[config.mk]
export PLATFORM = sky130hd
export DESIGN_NAME = asram_ctrl
export DESIGN_NICKNAME = d
export VERILOG_FILES = /design/src/rtl/asram_pkg.sv /design/src/rtl/asram_fsm.sv /design/src/rtl/asram_datapath.sv /design/src/rtl/asram_ctrl.sv
export SDC_FILE = /design/constraint.sdc
export NUM_CORES = 1
export LEC_CHECK = 0
export ABC_AREA = 1
export BUFFER_PORTS_ARGS = -buffer_cell sky130_fd_sc_hd__buf_4
export CAP_MARGIN = 20
export CORE_ASPECT_RATIO = 1.1
export CORE_MARGIN = 1
export CORE_UTILIZATION = 46
export CTS_CLUSTER_DIAMETER = 200
export CTS_CLUSTER_SIZE = 16
export DETAILED_ROUTE_END_ITERATION = 6
export GPL_TIMING_DRIVEN = 0
export PLACE_DENSITY = 0.78
export SLEW_MARGIN = 0
export SYNTH_ARGS = -nofsm -noshare
export SYNTH_HDL_FRONTEND = slang
export SYNTH_SLANG_ARGS = --single-unit
[constraint.sdc]
create_clock -name clk -period 1.9 [get_ports clk]
set_input_delay 0.38 -clock clk [delete_from_list [all_inputs] [get_ports clk]]
set_output_delay 0.38 -clock clk [all_outputs]
set_load 0.03 [all_outputs]
[src/rtl/asram_pkg.sv]
package asram_pkg;

  typedef enum logic [2:0] {
    ST_IDLE,
    ST_SETUP,
    ST_PULSE,
    ST_ACCESS,
    ST_REC,
    ST_TURN
  } phase_t;

  // control-to-datapath strobes
  typedef struct packed {
    logic load;
    logic selOn;
    logic weOn;
    logic oeOn;
    logic busDrive;
    logic capture;
  } strobe_t;

  function automatic int nsToCycles(input int ns, input int periodNs);
    int c;
    c = (ns + periodNs - 1) / periodNs;
    return (c < 1) ? 1 : c;
  endfunction

  function automatic int maxOf(input int a, input int b);
    return (a > b) ? a : b;
  endfunction

endpackage

[src/rtl/asram_fsm.sv]
module asram_fsm
  import asram_pkg::*;
#(
  parameter int WP_CYC  = 10,
  parameter int REC_CYC = 3,
  parameter int RD_CYC  = 14,
  parameter int HZ_CYC  = 5
) (
  input  logic    clk,
  input  logic    rstN,
  input  logic    hostReq,
  input  logic    hostWrite,
  input  logic    beAny,
  output strobe_t stb,
  output logic    hostReady,
  output logic    hostDone
);

  localparam int MAX_CYC = maxOf(maxOf(WP_CYC, REC_CYC), maxOf(RD_CYC, HZ_CYC));
  localparam int CNT_W   = $clog2(MAX_CYC + 1);

  phase_t           state;
  logic [CNT_W-1:0] cnt;
  logic             isWr;
  logic             doneQ;
  logic             cntZero;

  assign cntZero = (cnt == '0);

  always_ff @(posedge clk or negedge rstN) begin
    if (!rstN) begin
      state <= ST_IDLE;
      cnt   <= '0;
      isWr  <= 1'b0;
      doneQ <= 1'b0;
    end else begin
      doneQ <= 1'b0;
      unique case (state)
        ST_IDLE: begin
          if (hostReq) begin
            if (beAny) begin
              state <= ST_SETUP;
              isWr  <= hostWrite;
            end else begin
              doneQ <= 1'b1;
            end
          end
        end
        ST_SETUP: begin
          state <= isWr ? ST_PULSE : ST_ACCESS;
          cnt   <= isWr ? CNT_W'(WP_CYC - 1) : CNT_W'(RD_CYC - 1);
        end
        ST_PULSE: begin
          if (cntZero) begin
            state <= ST_REC;
            cnt   <= CNT_W'(REC_CYC - 1);
          end else begin
            cnt <= cnt - 1'b1;
          end
        end
        ST_ACCESS: begin
          if (cntZero) begin
            state <= ST_TURN;
            cnt   <= CNT_W'(HZ_CYC - 1);
          end else begin
            cnt <= cnt - 1'b1;
          end
        end
        ST_REC, ST_TURN: begin
          if (cntZero) begin
            state <= ST_IDLE;
            doneQ <= 1'b1;
          end else begin
            cnt <= cnt - 1'b1;
          end
        end
        default: state <= ST_IDLE;
      endcase
    end
  end

  always_comb begin
    stb.load     = (state == ST_IDLE) && hostReq && beAny;
    stb.selOn    = (state == ST_SETUP) || (state == ST_PULSE) || (state == ST_ACCESS);
    stb.weOn     = (state == ST_PULSE);
    stb.oeOn     = (state == ST_ACCESS);
    stb.busDrive = isWr && ((state == ST_SETUP) || (state == ST_PULSE) || (state == ST_REC));
    stb.capture  = (state == ST_ACCESS) && cntZero;
  end

  assign hostReady = (state == ST_IDLE);
  assign hostDone  = doneQ;

  AST_CAPTURE_IN_READ: assert property (@(posedge clk) disable iff (!rstN)
    stb.capture |=> (state == ST_TURN)) else $error("capture not at read end");

endmodule

[src/rtl/asram_datapath.sv]
module asram_datapath
  import asram_pkg::*;
#(
  parameter int ADDR_W    = 20,
  parameter int BYTE_MODE = 0,
  localparam int HOST_AW  = ADDR_W + BYTE_MODE,
  localparam int HOST_DW  = (BYTE_MODE != 0) ? 8 : 16
) (
  input  logic               clk,
  input  logic               rstN,
  input  strobe_t            stb,
  input  logic [HOST_AW-1:0] hostAddr,
  input  logic [HOST_DW-1:0] hostWdata,
  input  logic [1:0]         hostBe,
  output logic [HOST_DW-1:0] hostRdata,
  output logic               memCsN,
  output logic               memCs2,
  output logic               memWeN,
  output logic               memOeN,
  output logic               memLbN,
  output logic               memUbN,
  output logic               memByteN,
  output logic [ADDR_W-1:0]  memAddr,
  output logic [15:0]        memDqOut,
  output logic [15:0]        memDqOe,
  input  logic [15:0]        memDqIn
);

  assign memCsN = ~stb.selOn;
  assign memCs2 = stb.selOn;
  assign memWeN = ~stb.weOn;
  assign memOeN = ~stb.oeOn;

  generate
    if (BYTE_MODE != 0) begin : g_byte
      logic [HOST_AW-1:0] addrQ;
      logic [7:0]         wdQ;
      logic [7:0]         rdQ;
      logic               unusedIn;

      assign unusedIn = ^{memDqIn[15:8], hostBe};

      always_ff @(posedge clk or negedge rstN) begin
        if (!rstN) begin
          addrQ <= '0;
          wdQ   <= '0;
          rdQ   <= '0;
        end else begin
          if (stb.load) begin
            addrQ <= hostAddr;
            wdQ   <= hostWdata;
          end
          if (stb.capture) rdQ <= memDqIn[7:0];
        end
      end

      assign memByteN  = 1'b0;
      assign memLbN    = ~stb.selOn;
      assign memUbN    = ~stb.selOn;
      assign memAddr   = addrQ[HOST_AW-1:1];
      assign memDqOut  = {addrQ[0], 7'h00, wdQ};
      assign memDqOe   = {stb.selOn, 7'h00, {8{stb.busDrive}}};
      assign hostRdata = rdQ;

      AST_BYTE_LANES_LOW: assert property (@(posedge clk) disable iff (!rstN)
        !memCsN |-> (!memLbN && !memUbN && !memByteN)) else $error("byte lanes");
    end else begin : g_word
      logic [HOST_AW-1:0] addrQ;
      logic [15:0]        wdQ;
      logic [15:0]        rdQ;
      logic [1:0]         beQ;
      logic [15:0]        laneMask;

      assign laneMask = {{8{beQ[1]}}, {8{beQ[0]}}};

      always_ff @(posedge clk or negedge rstN) begin
        if (!rstN) begin
          addrQ <= '0;
          wdQ   <= '0;
          rdQ   <= '0;
          beQ   <= '0;
        end else begin
          if (stb.load) begin
            addrQ <= hostAddr;
            wdQ   <= hostWdata;
            beQ   <= hostBe;
          end
          if (stb.capture) rdQ <= memDqIn & laneMask;
        end
      end

      assign memByteN  = 1'b1;
      assign memLbN    = ~(stb.selOn & beQ[0]);
      assign memUbN    = ~(stb.selOn & beQ[1]);
      assign memAddr   = addrQ;
      assign memDqOut  = wdQ;
      assign memDqOe   = {16{stb.busDrive}} & laneMask;
      assign hostRdata = rdQ;
    end
  endgenerate

  AST_WE_NEEDS_SELECT: assert property (@(posedge clk) disable iff (!rstN)
    !memWeN |-> (!memCsN && memCs2 && (!memLbN || !memUbN))) else $error("we outside select");

  AST_DATA_STABLE: assert property (@(posedge clk) disable iff (!rstN)
    (!memWeN && $past(!memWeN)) |-> $stable(memDqOut & memDqOe)) else $error("data moved");

endmodule

[src/rtl/asram_ctrl.sv]
module asram_ctrl
  import asram_pkg::*;
#(
  parameter int ADDR_W        = 20,
  parameter int BYTE_MODE     = 0,
  parameter int CLK_PERIOD_NS = 4,
  parameter int T_WP_NS       = 40,
  parameter int T_DW_NS       = 25,
  parameter int T_WC_NS       = 55,
  parameter int T_RC_NS       = 55,
  parameter int T_AA_NS       = 55,
  parameter int T_OE_NS       = 35,
  parameter int T_HZ_NS       = 20,
  localparam int HOST_AW      = ADDR_W + BYTE_MODE,
  localparam int HOST_DW      = (BYTE_MODE != 0) ? 8 : 16
) (
  input  logic               clk,
  input  logic               rstN,
  input  logic               hostReq,
  input  logic               hostWrite,
  input  logic [HOST_AW-1:0] hostAddr,
  input  logic [HOST_DW-1:0] hostWdata,
  input  logic [1:0]         hostBe,
  output logic               hostReady,
  output logic [HOST_DW-1:0] hostRdata,
  output logic               hostDone,
  output logic               memCsN,
  output logic               memCs2,
  output logic               memWeN,
  output logic               memOeN,
  output logic               memLbN,
  output logic               memUbN,
  output logic               memByteN,
  output logic [ADDR_W-1:0]  memAddr,
  output logic [15:0]        memDqOut,
  output logic [15:0]        memDqOe,
  input  logic [15:0]        memDqIn
);

  localparam int WP_CYC  = maxOf(nsToCycles(T_WP_NS, CLK_PERIOD_NS),
                                 nsToCycles(T_DW_NS, CLK_PERIOD_NS));
  localparam int WC_CYC  = nsToCycles(T_WC_NS, CLK_PERIOD_NS);
  localparam int REC_CYC = maxOf(1, WC_CYC - 1 - WP_CYC);
  localparam int RD_CYC  = maxOf(maxOf(nsToCycles(T_RC_NS, CLK_PERIOD_NS),
                                       nsToCycles(T_AA_NS, CLK_PERIOD_NS)),
                                 nsToCycles(T_OE_NS, CLK_PERIOD_NS));
  localparam int HZ_CYC  = nsToCycles(T_HZ_NS, CLK_PERIOD_NS);
  localparam logic [15:0] BUS_MASK = (BYTE_MODE != 0) ? 16'h00FF : 16'hFFFF;
  localparam int HZ_W    = $clog2(HZ_CYC + 2);
  localparam int WE_W    = $clog2(WP_CYC + 2);

  strobe_t stb;

  asram_fsm #(
    .WP_CYC (WP_CYC),
    .REC_CYC(REC_CYC),
    .RD_CYC (RD_CYC),
    .HZ_CYC (HZ_CYC)
  ) u_fsm (
    .clk      (clk),
    .rstN     (rstN),
    .hostReq  (hostReq),
    .hostWrite(hostWrite),
    .beAny    (|hostBe),
    .stb      (stb),
    .hostReady(hostReady),
    .hostDone (hostDone)
  );

  asram_datapath #(
    .ADDR_W   (ADDR_W),
    .BYTE_MODE(BYTE_MODE)
  ) u_dp (
    .clk      (clk),
    .rstN     (rstN),
    .stb      (stb),
    .hostAddr (hostAddr),
    .hostWdata(hostWdata),
    .hostBe   (hostBe),
    .hostRdata(hostRdata),
    .memCsN   (memCsN),
    .memCs2   (memCs2),
    .memWeN   (memWeN),
    .memOeN   (memOeN),
    .memLbN   (memLbN),
    .memUbN   (memUbN),
    .memByteN (memByteN),
    .memAddr  (memAddr),
    .memDqOut (memDqOut),
    .memDqOe  (memDqOe),
    .memDqIn  (memDqIn)
  );

  // cycles since the output enable was last low, and length of the write strobe
  logic [HZ_W-1:0] hzCnt;
  logic [WE_W-1:0] weRun;

  always_ff @(posedge clk or negedge rstN) begin
    if (!rstN) begin
      hzCnt <= HZ_W'(HZ_CYC + 1);
      weRun <= '0;
    end else begin
      if (!memOeN) hzCnt <= '0;
      else if (hzCnt <= HZ_W'(HZ_CYC)) hzCnt <= hzCnt + 1'b1;
      if (memWeN) weRun <= '0;
      else if (weRun <= WE_W'(WP_CYC)) weRun <= weRun + 1'b1;
    end
  end

  AST_NO_BUS_FIGHT: assert property (@(posedge clk) disable iff (!rstN)
    (!memOeN || hzCnt < HZ_W'(HZ_CYC)) |-> ((memDqOe & BUS_MASK) == 16'h0)) else $error("bus fight");

  AST_WE_PULSE_LEN: assert property (@(posedge clk) disable iff (!rstN)
    $rose(memWeN) |-> (weRun == WE_W'(WP_CYC))) else $error("we pulse length");

  AST_OE_HIGH_IN_WRITE: assert property (@(posedge clk) disable iff (!rstN)
    !memWeN |-> memOeN) else $error("oe during write");

  AST_BUSY_WHILE_SELECTED: assert property (@(posedge clk) disable iff (!rstN)
    !memCsN |-> !hostReady) else $error("ready while selected");

endmodule

==> results_dict.tcl, run 1 <==
set metrics [dict create \
    synth.top_cell.area_share_pct 55.1 \
    gp_congestion 0.857 \
    wl_um 8690 \
    nNetsFinal 565 \
    start_util_pct 48.6 \
    cp_data_arrival_time_ns 1.68 \
    multi_input_area_um2 1070 \
    rows 29 \
    synth-seq-area-share_pct 55.1 \
    nFillCells 396 \
    critPathMaxStageDelay_ns 0.49 \
    dr.pass1.iters 6 \
    worst_slew_pin_slew_ns 0.782 \
    grt.total_usage_pct 26.0 \
    dieWidth_um 77.2 \
    rsz0062_at_grt "true" \
    drt_iter0_drc 225 \
    yosysWarningCount 0 \
    drcViolationCount 0 \
    clkTransAtPathRegs_ns 0.07 \
    grt_start_max_net_pins 64 \
    overflow 0 \
    synthTopCellsByArea "dfrtp_1 (55%), nand2_1 (20%), nand3_1 (4.6%)" \
    finalCritPeriodShare_pct 108 \
    hold_buffers 0 \
    synthArstFlopShare_pct 100 \
    io_pins 135 \
    coreArea_um2 5880 \
    clk_path_buf_depth 2 \
    fp.dieH_um 84.7 \
    path_common_cell "nor2_4" \
    avgSynthCellArea_um2 8.26 \
    final_core_util_pct 77.4 \
    die-area_um2 6530 \
    ys.flop_type "dfrtp_1" \
    area.growth.synth_to_final_pct 59.2 \
    critPathSlowestCell "dfrtp_2" \
    tns_ns -2.33 \
    start_kind "register" \
    via_per_inst 5.07 \
    status "complete, but fails checks" \
    cts_tree "yes" \
    clk_latency_ns 0.33 \
    ir_drop_uv 970 \
    grt_pass1_vias 2753 \
    synth_area_um2 2860 \
    h-tree-depth 3 \
    cts_sinks 63 \
    wl_per_cell_um 14.8 \
    ant_nets 0 \
    total_power_w 0.00882 \
    dr_total_vias 2975 \
    critPathMaxFanout 8 \
    finalHoldViolCount 0 \
    synth_top_cells_by_count "nand2_1 (156), dfrtp_1 (63), nand3_1 (26)" \
    grt_pass1_wl_um 13200 \
    ff_latch_area_um2 1580 \
    portBuffers 133 \
    relSlewSlack_pct 47.9 \
    yosys.area.top_type "dfrtp_1" \
    ys_seq_elements 63 \
    hp-class "in -> async" \
    final.min_clock_period_ns 2.06 \
    hpwl_um 5450 \
    crit_type "reg -> out" \
    cts_root_buffer "clkbuf_8" \
    syn_inst 346 \
    max_freq_mhz 485 \
    drv_cap 0 \
    synth_edf_count 0 \
    crit_path_cell_trace "nor2_4 > inv_2 > nor2_4 > o21ai_4 > nor2_4 > buf_12 > buf_6 > buf_6" \
    syn_nets 405 \
    report.final.slew_viol_count 0 \
    critPathCaptureType "primary output" \
    n_antenna_cell 0 \
    power_density_nw_per_um2 1940 \
    cp.required_ns 1.52 \
    fin_skew_ns 0.00516 \
    antenna_found_initial 0 \
    drive_gt1_share_pct 42.7 \
    violations "negative setup slack" \
    setup_viol 17 \
    setup_ws_ns -0.160 \
    cts_buffers 9 \
    power.leakage_nw 2.45 \
    synth_cell_types 20 \
    yosysMostFrequentCell "nand2_1" \
]
## path summary, 6_finish.rpt
path                                  startpoint                end  slack [ns]  cells past startpoint
worst max-delay path              u_fsm.state[0]        memDqOe[11]       -0.16                      8
worst min-delay path                        rstN   u_dp.memAddr[10]        0.13                      1
worst max register to register    u_fsm.state[1]  u_dp.hostRdata[7]        0.09                     10
worst min register to register  u_dp.memAddr[19]   u_dp.memAddr[19]        0.48                      2
max in group asynchronous                   rstN     u_fsm.state[2]        1.23                      1
min in group clk                    hostAddr[17]   u_dp.memAddr[17]        0.24                      3
## per-layer routing
| metal | GRT usage (%) | routed length (µm) | share of wire [%] | vias up |
|---|---|---|---|---|
| met4 | 9.78 | 133 | 1.5 | 0 |
| met2 | 44.8 | 4560 | 52 | 173 |
| met1 | 31.8 | 3360 | 39 | 1410 |
| li1 | - | - | - | 1377 |
| met5 | 0 | 0 | 0 | - |
| met3 | 5.76 | 631 | 7.3 | 15 |
## layout make-up
type                            count  share of cell area [%]
Multi-Input combinational cell    234                    23.6
Buffer                             25                    5.44
Timing Repair Buffer              151                    26.9
Clock buffer                       12                    3.63
Sequential cell                    63                    34.7
Clock inverter                      3                    1.43
Timing Repair inverter              1                   0.110
Tap cell                           77                    2.12
Inverter                           21                    2.06
## stage by stage
step,hold slack (ns),worst slack (ns),cells,cell area (µm²)
global route,0.193,-0.213,587,4550
floorplan,0.0844,0.0414,346,2880
CTS,0.161,-0.132,575,4410
detailed placement,0.466,0.0183,556,3970
global placement,0.464,0.0437,556,3970
finish,0.129,-0.160,587,4550
## registers in the layout, indices dropped and copies added (netlist names)
name             cells
u_dp.memDqOut       16
u_dp.g_word.beQ      2
u_fsm.hostDone       1
u_fsm.isWr           1
u_fsm.state          3
u_fsm.cnt            4
u_dp.hostRdata      16
u_dp.memAddr        20
## repair_timing
item	4_1_cts	5_1_grt
gates resized for setup	42	13
pin swaps	7	8
setup endpoints to repair	17	20
setup buffers	6	14
cloned	0	1
hold endpoints to repair	0	0
## report_power, final
part	leakage [nW]	internal (W)	switching, W
clock network	0.118	0.000838	0.000510
registers	0.756	0.00196	0.000494
logic	1.58	0.00195	0.00306
## layout by cell type (no fill, tap or decap), drive strengths merged
cell,instances
buf,175
nor2,18
a21oi,2
inv,19
nand3,26
conb,1
dfrtp,63
nand2,160
bufinv,2
ha,1
clkinv,4
clkbuf,13
o21ai,26
## cell families after synthesis
| logic type | synth area share, % |
|---|---|
| other cells | 0.131 |
| flops | 55.1 |
| buf+inv | 10.1 |
| simple gates | 29.3 |
| compound gates | 4.90 |
| fa+ha+maj | 0.438 |
## critical path: cells and delay by family (launching register included)
kind            cells  cell delay, ns
buf+inv             4            0.41
flops               1            0.49
compound gates      1            0.09
simple gates        3            0.36
Power figures use the tool's default switching activity.
==> run 2, diff against run 1 <==
--- a/config.mk
+++ b/config.mk
@@ -10,12 +10,13 @@
 export CAP_MARGIN = 20
 export CORE_ASPECT_RATIO = 1.1
 export CORE_MARGIN = 1
-export CORE_UTILIZATION = 46
+export CORE_UTILIZATION = 50
 export CTS_CLUSTER_DIAMETER = 200
 export CTS_CLUSTER_SIZE = 16
 export DETAILED_ROUTE_END_ITERATION = 6
+export GPL_ROUTABILITY_DRIVEN = 0
 export GPL_TIMING_DRIVEN = 0
-export PLACE_DENSITY = 0.78
+export PLACE_DENSITY = 0.84
 export SLEW_MARGIN = 0
 export SYNTH_ARGS = -nofsm -noshare
 export SYNTH_HDL_FRONTEND = slang
==> constraint.sdc (replaced) <==
create_clock -name clk -period 2.65 [get_ports clk]
set_input_delay 0.53 -clock clk [delete_from_list [all_inputs] [get_ports clk]]
set_output_delay 0.53 -clock clk [all_outputs]
set_load 0.03 [all_outputs]
==> run 2 against run 1 <==
The flow now finishes without violations. Non-clock buffer count decreased by 15. Utilization decreased by 1.0 points. Combinational power decreased by 37%. Via count decreased by 8.3%. Largest power group unchanged.
==> results_dict.tcl, run 2 (synthesis gave the netlist of run 1 again) <==
set metrics [dict create \
    final_cell_mix "nand2_1 (156), buf_4 (149), dfrtp_1 (63), nand3_1 (26), inv_1 (15)" \
    multi_input_area_um2 993 \
    final_area_um2 4150 \
    hold_buffers 0 \
    die-area_um2 6030 \
    routed.top_layer "met4" \
    crit_type "reg -> out" \
    max_freq_mhz 391 \
    sw_frac_of_total_pct 46.9 \
    drive_gt1_share_pct 37.9 \
    dr_total_vias 2727 \
    nFillCells 389 \
    ir_drop_uv 843 \
    largest_reg_flops 20 \
    start_util_pct 52.6 \
    path_common_cell "buf_4" \
    ff_latch_area_um2 1580 \
    p_sw_w 0.00266 \
    power.leakage_nw 2.32 \
    power_density_nw_per_um2 1370 \
    wl_met3_um 417 \
    ant_nets 0 \
    critPathMaxFanout 8 \
    rsz0062_at_grt "true" \
    reg2regPathDepth 8 \
    wl_per_cell_um 12.9 \
    drcViolationCount 0 \
    h-tree-depth 3 \
    dpl_cell_area_um2 3950 \
    setup_viol 0 \
    grt.total_usage_pct 24.0 \
    cts_setup_buffers 0 \
    finalCritPeriodShare_pct 96.6 \
    nNetsFinal 549 \
    wl_met1_um 2870 \
    tns_ns 0 \
    wl_um 7330 \
    cp_data_arrival_time_ns 2.03 \
    clkTransAtPathRegs_ns 0.06 \
    finalHoldViolCount 0 \
    r2r-start "u_fsm.cnt[0]" \
    cp.required_ns 2.12 \
    overflow 0 \
    reg2reg_slack_ns 1.10 \
    via_per_inst 4.79 \
    startpoint "u_fsm.state[2]" \
    critPathCaptureType "primary output" \
    status "completed" \
    area.growth.synth_to_final_pct 45.1 \
    critPathMaxStageDelay_ns 0.44 \
    clockPowerShare_pct 14.6 \
    power_frac_seq_pct 29.4 \
    clk_path_buf_depth 2 \
    grt_pass1_vias 2524 \
    start_kind "register" \
    cts_tree "yes" \
    coreArea_um2 5430 \
    critPathSlowestCell "dfrtp_1" \
    portBuffers 133 \
    cts_root_buffer "clkbuf_8" \
    intPower_w 0.00301 \
    combinationalPowerShare_pct 56.0 \
    relSlewSlack_pct 47.4 \
    layout_commonest_cell "nand2_1" \
    drv_cap 0 \
    io_pins 135 \
    dieWidth_um 74.1 \
    antenna_found_initial 0 \
    worst_slew_pin_slew_ns 0.789 \
    drt_iter0_drc 113 \
    report.final.slew_viol_count 0 \
    clk_latency_ns 0.33 \
    grt_start_max_net_pins 64 \
    cts_buffers 9 \
    cts_resized 0 \
    crit_path_cell_trace "inv_2 > nand3_1 > nand2_1 > o21ai_0 > nor2_1 > buf_4 > buf_4" \
    grt_pass1_wl_um 11000 \
    dr.pass1.iters 5 \
    hold_ws_ns 0.264 \
    cts_sinks 63 \
    met2_length_um 3860 \
    fin_skew_ns 0.00492 \
    n_antenna_cell 0 \
    final.min_clock_period_ns 2.56 \
    rows 28 \
    hpwl_um 5430 \
    hp-class "in -> async" \
    fp.dieH_um 81.3 \
]
-- run 2: cell count changes in the layout (fill, tap and decap cells not counted), sizes merged --
cell    previous run  this run
buf              175       158
inv               19        21
bufinv             2         1
clkbuf            13        14
clkinv             4         3
-- run 2: worst paths after layout --
| check | to |
|---|---|
| setup / recovery | memDqOe[13] |
| hold / removal | u_fsm.state[1] |
| setup reg to reg | u_fsm.cnt[2] |
| hold reg to reg | u_dp.memAddr[18] |
| max in group asynchronous | u_dp.hostRdata[12] |
| min in group clk | u_dp.memDqOut[0] |
-- run 2: power groups by stage --
stage | logic, W | registers, W | clock network [W]
after global routing | 0.00341 | 0.00172 | 0.000879
after detailed placement | 0.00317 | 0.00168 | 0
after floorplan | 0.00132 | 0.00237 | 0
after CTS | 0.00319 | 0.00166 | 0.000836
final | 0.00318 | 0.00167 | 0.000826
after global placement | 0.00310 | 0.00166 | 0
-- run 2: critical path: cells and delay by family (launching register included) --
kind | cells | cell delay (ns)
buffers and inverters | 3 | 0.47
flip-flops | 1 | 0.44
AO/OA/AOI/OAI | 1 | 0.10
AND/OR/NAND/NOR | 3 | 0.68
-- run 2: metal layers --
| metal | track usage [%] | vias to the layer above |
|---|---|---|
| met5 | 0 | - |
| met4 | 13.3 | 0 |
| met3 | 4.47 | 18 |
| met2 | 41.6 | 103 |
| met1 | 27.5 | 1264 |
| li1 | - | 1342 |
-- run 2: through the flow --
step / setup WS [ns] / util [%] / total power, W / std cells
floorplan: 0.147 / - / 0.00369 / 346
global placement: 0.533 / 72.8 / 0.00476 / 554
detailed placement: 0.458 / 72.8 / 0.00485 / 554
CTS: 0.0923 / 76.4 / 0.00569 / 569
global route: -0.0406 / 76.4 / 0.00601 / 569
finish: 0.0912 / 76.4 / 0.00567 / 569
-- run 2: layout make-up --
type	count	area share, %
timing repair buffer	133	24.1
tap	75	2.26
buffer	28	5.01
clock inverter	4	1.09
multi-input combinational	234	24.0
inverter	21	1.96
clock buffer	11	3.65
sequential	63	38.0
==> run 3, diff against run 2 <==
--- a/config.mk
+++ b/config.mk
@@ -5,18 +5,17 @@
 export SDC_FILE = /design/constraint.sdc
 export NUM_CORES = 1
 export LEC_CHECK = 0
-export ABC_AREA = 1
-export BUFFER_PORTS_ARGS = -buffer_cell sky130_fd_sc_hd__buf_4
 export CAP_MARGIN = 20
 export CORE_ASPECT_RATIO = 1.1
 export CORE_MARGIN = 1
-export CORE_UTILIZATION = 50
+export CORE_UTILIZATION = 65
 export CTS_CLUSTER_DIAMETER = 200
 export CTS_CLUSTER_SIZE = 16
 export DETAILED_ROUTE_END_ITERATION = 6
+export DONT_BUFFER_PORTS = 1
 export GPL_ROUTABILITY_DRIVEN = 0
 export GPL_TIMING_DRIVEN = 0
-export PLACE_DENSITY = 0.84
+export PLACE_DENSITY = 0.8
 export SLEW_MARGIN = 0
 export SYNTH_ARGS = -nofsm -noshare
 export SYNTH_HDL_FRONTEND = slang
==> constraint.sdc (replaced) <==
create_clock -name clk -period 3.1 [get_ports clk]
set_input_delay 0.62 -clock clk [delete_from_list [all_inputs] [get_ports clk]]
set_output_delay 0.62 -clock clk [all_outputs]
set_load 0.03 [all_outputs]
==> run 3 against run 2 <==
Clock power fell by 20%. Flip-flop and latch count stayed put. Power is 23% lower. Register-to-register slack worse by 0.17 ns. Global-route usage grew 1.3 points. Combinational power decreased by 52%. Count of clock-buffer cells in the layout unchanged. Critical path type unchanged. Highest routed layer unchanged.
==> results_dict.tcl, run 3 <==
set metrics [dict create \
    h-tree-depth 3 \
    grt_start_max_net_pins 64 \
    cts_resized 0 \
    final.min_clock_period_ns 2.87 \
    critPathSlowestCell "and3_1" \
    start_util_pct 69.1 \
    final_cell_mix "dfrtp_1 (63), nand2_1 (23), inv_1 (23), mux2_2 (19), mux2_4 (19)" \
    ff_latch_area_um2 1580 \
    dieWidth_um 67.0 \
    cts_tree "yes" \
    critPathMaxFanout 10 \
    final_area_um2 3300 \
    hpwl_um 3970 \
    report.final.slew_viol_count 0 \
    power_density_nw_per_um2 1330 \
    n_antenna_cell 0 \
    drcViolationCount 0 \
    clk_path_buf_depth 2 \
    drv_cap 0 \
    antenna_found_initial 0 \
    synth-seq-area-share_pct 52.1 \
    wl_per_cell_um 18.4 \
    start_kind "register" \
    synthTopCellsByArea "dfrtp_1 (52%), mux2_4 (9.4%), mux2_2 (7.1%)" \
    rows 25 \
    reg2regPathDepth 5 \
    reg2reg_to "u_fsm.state[1]" \
    area.growth.synth_to_final_pct 9.06 \
    relSlewSlack_pct 40.4 \
    fp.dieH_um 73.5 \
    coreArea_um2 4380 \
    cts_buffers 9 \
    worst_slew_pin_slew_ns 0.887 \
    crit_path_cell_trace "clkbuf_1 > xor2_1 > mux2_2 > and3_1 > buf_4" \
    hp-class "in -> async" \
    syn_nets 304 \
    cp.required_ns 2.48 \
    synth_top_cells_by_count "dfrtp_1 (63), inv_1 (23), nand2_1 (23)" \
    tns_ns 0 \
    grt_pass1_wl_um 8810 \
    synthArstFlopShare_pct 100 \
    via_per_inst 5.89 \
    die-area_um2 4930 \
    synth.top_cell.area_share_pct 52.1 \
    avgSynthCellArea_um2 12.3 \
    drive_gt1_share_pct 29.9 \
    clkTransAtPathRegs_ns 0.07 \
    portBuffers 0 \
    synth_area_um2 3020 \
    yosysWarningCount 0 \
    routed.top_layer "met4" \
    multi_input_area_um2 1130 \
    dp_cells 299 \
    crit_type "reg -> out" \
    grt.total_usage_pct 25.3 \
    fin_skew_ns 0.0125 \
    yosysMostFrequentCell "dfrtp_1" \
    setup_viol 0 \
    finalHoldViolCount 0 \
    reg2reg_slack_ns 0.93 \
    dpl_cell_area_um2 3090 \
    worstSetupPathDepth 5 \
    critPathMaxStageDelay_ns 0.48 \
    synth_edf_count 0 \
    largest_reg_flops 20 \
    dr_total_vias 1856 \
    nNetsFinal 316 \
    io_pins 135 \
    layout_commonest_cell "dfrtp_1" \
    finalCritPeriodShare_pct 92.4 \
    fin_cells 315 \
    ys_seq_elements 63 \
    wl_met1_um 2340 \
    critPathCaptureType "primary output" \
    synth_cell_types 45 \
    ir_drop_uv 761 \
    r2r-start "u_fsm.state[0]" \
    ant_nets 0 \
    met2_length_um 2780 \
    yosys.area.top_type "dfrtp_1" \
    cp_data_arrival_time_ns 2.25 \
    drt_iter0_drc 108 \
    power.leakage_nw 1.54 \
    rsz0062_at_grt "false" \
    ys.flop_type "dfrtp_1" \
    overflow 0 \
    wl_met3_um 565 \
    syn_inst 245 \
    cts_root_buffer "clkbuf_8" \
    cp_num_buf_inv 2 \
    dr.pass1.iters 4 \
    startpoint "u_fsm.state[0]" \
    status "completed" \
    grt_pass1_vias 1842 \
    nFillCells 274 \
    wl_um 5800 \
    crit_family "buffers and inverters" \
    max_freq_mhz 349 \
    clk_latency_ns 0.33 \
    cts_sinks 63 \
]
## run 3: cell count changes in the layout (fill, tap and decap cells not counted), moves of 4 or more
cell / change
o21ai_0: -10
nor2b_1: +4
mux2i_1: +16
clkbuf_1: +4
inv_2: -5
o21ai_1: -13
nand2_1: -133
nand3_1: -26
inv_1: +8
mux2_4: +19
buf_4: -132
nor2_1: -7
mux2_2: +19
## run 3: cell type report
| type | instances | share of cell area (%) |
|---|---|---|
| multi-input cells | 130 | 34.3 |
| plain buffers | 29 | 6.94 |
| clock buffers | 11 | 3.98 |
| well taps | 54 | 2.05 |
| inverters | 23 | 2.62 |
| flip-flops and latches | 63 | 47.8 |
| repair buffers | 1 | 0.835 |
| clock inverters | 4 | 1.44 |
## run 3: timing repair
| item | CTS | global route |
|---|---|---|
| hold endpoints to repair | 63 | 0 |
| setup buffers | 0 | 0 |
| hold buffers | 1 | 0 |
## run 3: cell families after synthesis
| group | Yosys count | share of synthesized area [%] |
|---|---|---|
| AND/OR/NAND/NOR | 52 | 9.43 |
| multiplexers | 54 | 21.8 |
| flip-flops | 63 | 52.1 |
| adder cells (fa/ha/maj) | 2 | 0.745 |
| AO/OA/AOI/OAI | 20 | 5.05 |
| buffers and inverters | 52 | 10.4 |
| XOR/XNOR | 1 | 0.290 |
| other | 1 | 0.124 |
## run 3: routing by layer
| metal | global-route usage, % | vias up |
|---|---|---|
| met2 | 38.9 | 106 |
| li1 | - | 831 |
| met1 | 29.7 | 910 |
| met5 | 0 | - |
| met4 | 13.7 | 0 |
| met3 | 10.6 | 9 |
## run 3: worst reg2reg max path, delay by kind of cell (launching register included)
family	cells	cell delay, ns
AND/OR/NAND/NOR	3	0.89
buffers and inverters	2	0.78
flip-flops	1	0.42
## run 3: how the worst max path moves through the flow
stage / to / slack [ns]
after global placement: memUbN / 0.61
final: memDqOe[2] / 0.23
after CTS: memDqOe[2] / 0.20
after global routing: memDqOe[10] / 0.08
after floorplan: memDqOe[10] / 0.81
after detailed placement: memDqOe[2] / 0.57
## run 3: where the power goes
part | total, W | switching [W] | internal [W] | leakage (nW)
Sequential | 0.00221 | 0.000991 | 0.00121 | 0.740
Clock | 0.000663 | 0.000299 | 0.000365 | 0.0892
Combinational | 0.00152 | 0.000840 | 0.000683 | 0.711
## run 3: per-stage QoR
step | utilization, % | total power, W | hold WS (ns) | setup WS [ns]
floorplan | - | 0.00345 | 0.324 | 0.810
global placement | 70.6 | 0.00365 | 0.325 | 0.611
detailed placement | 70.6 | 0.00371 | 0.326 | 0.574
CTS | 75.3 | 0.00440 | 0.161 | 0.202
global route | 75.3 | 0.00462 | 0.162 | 0.0786
finish | 75.3 | 0.00439 | 0.144 | 0.234
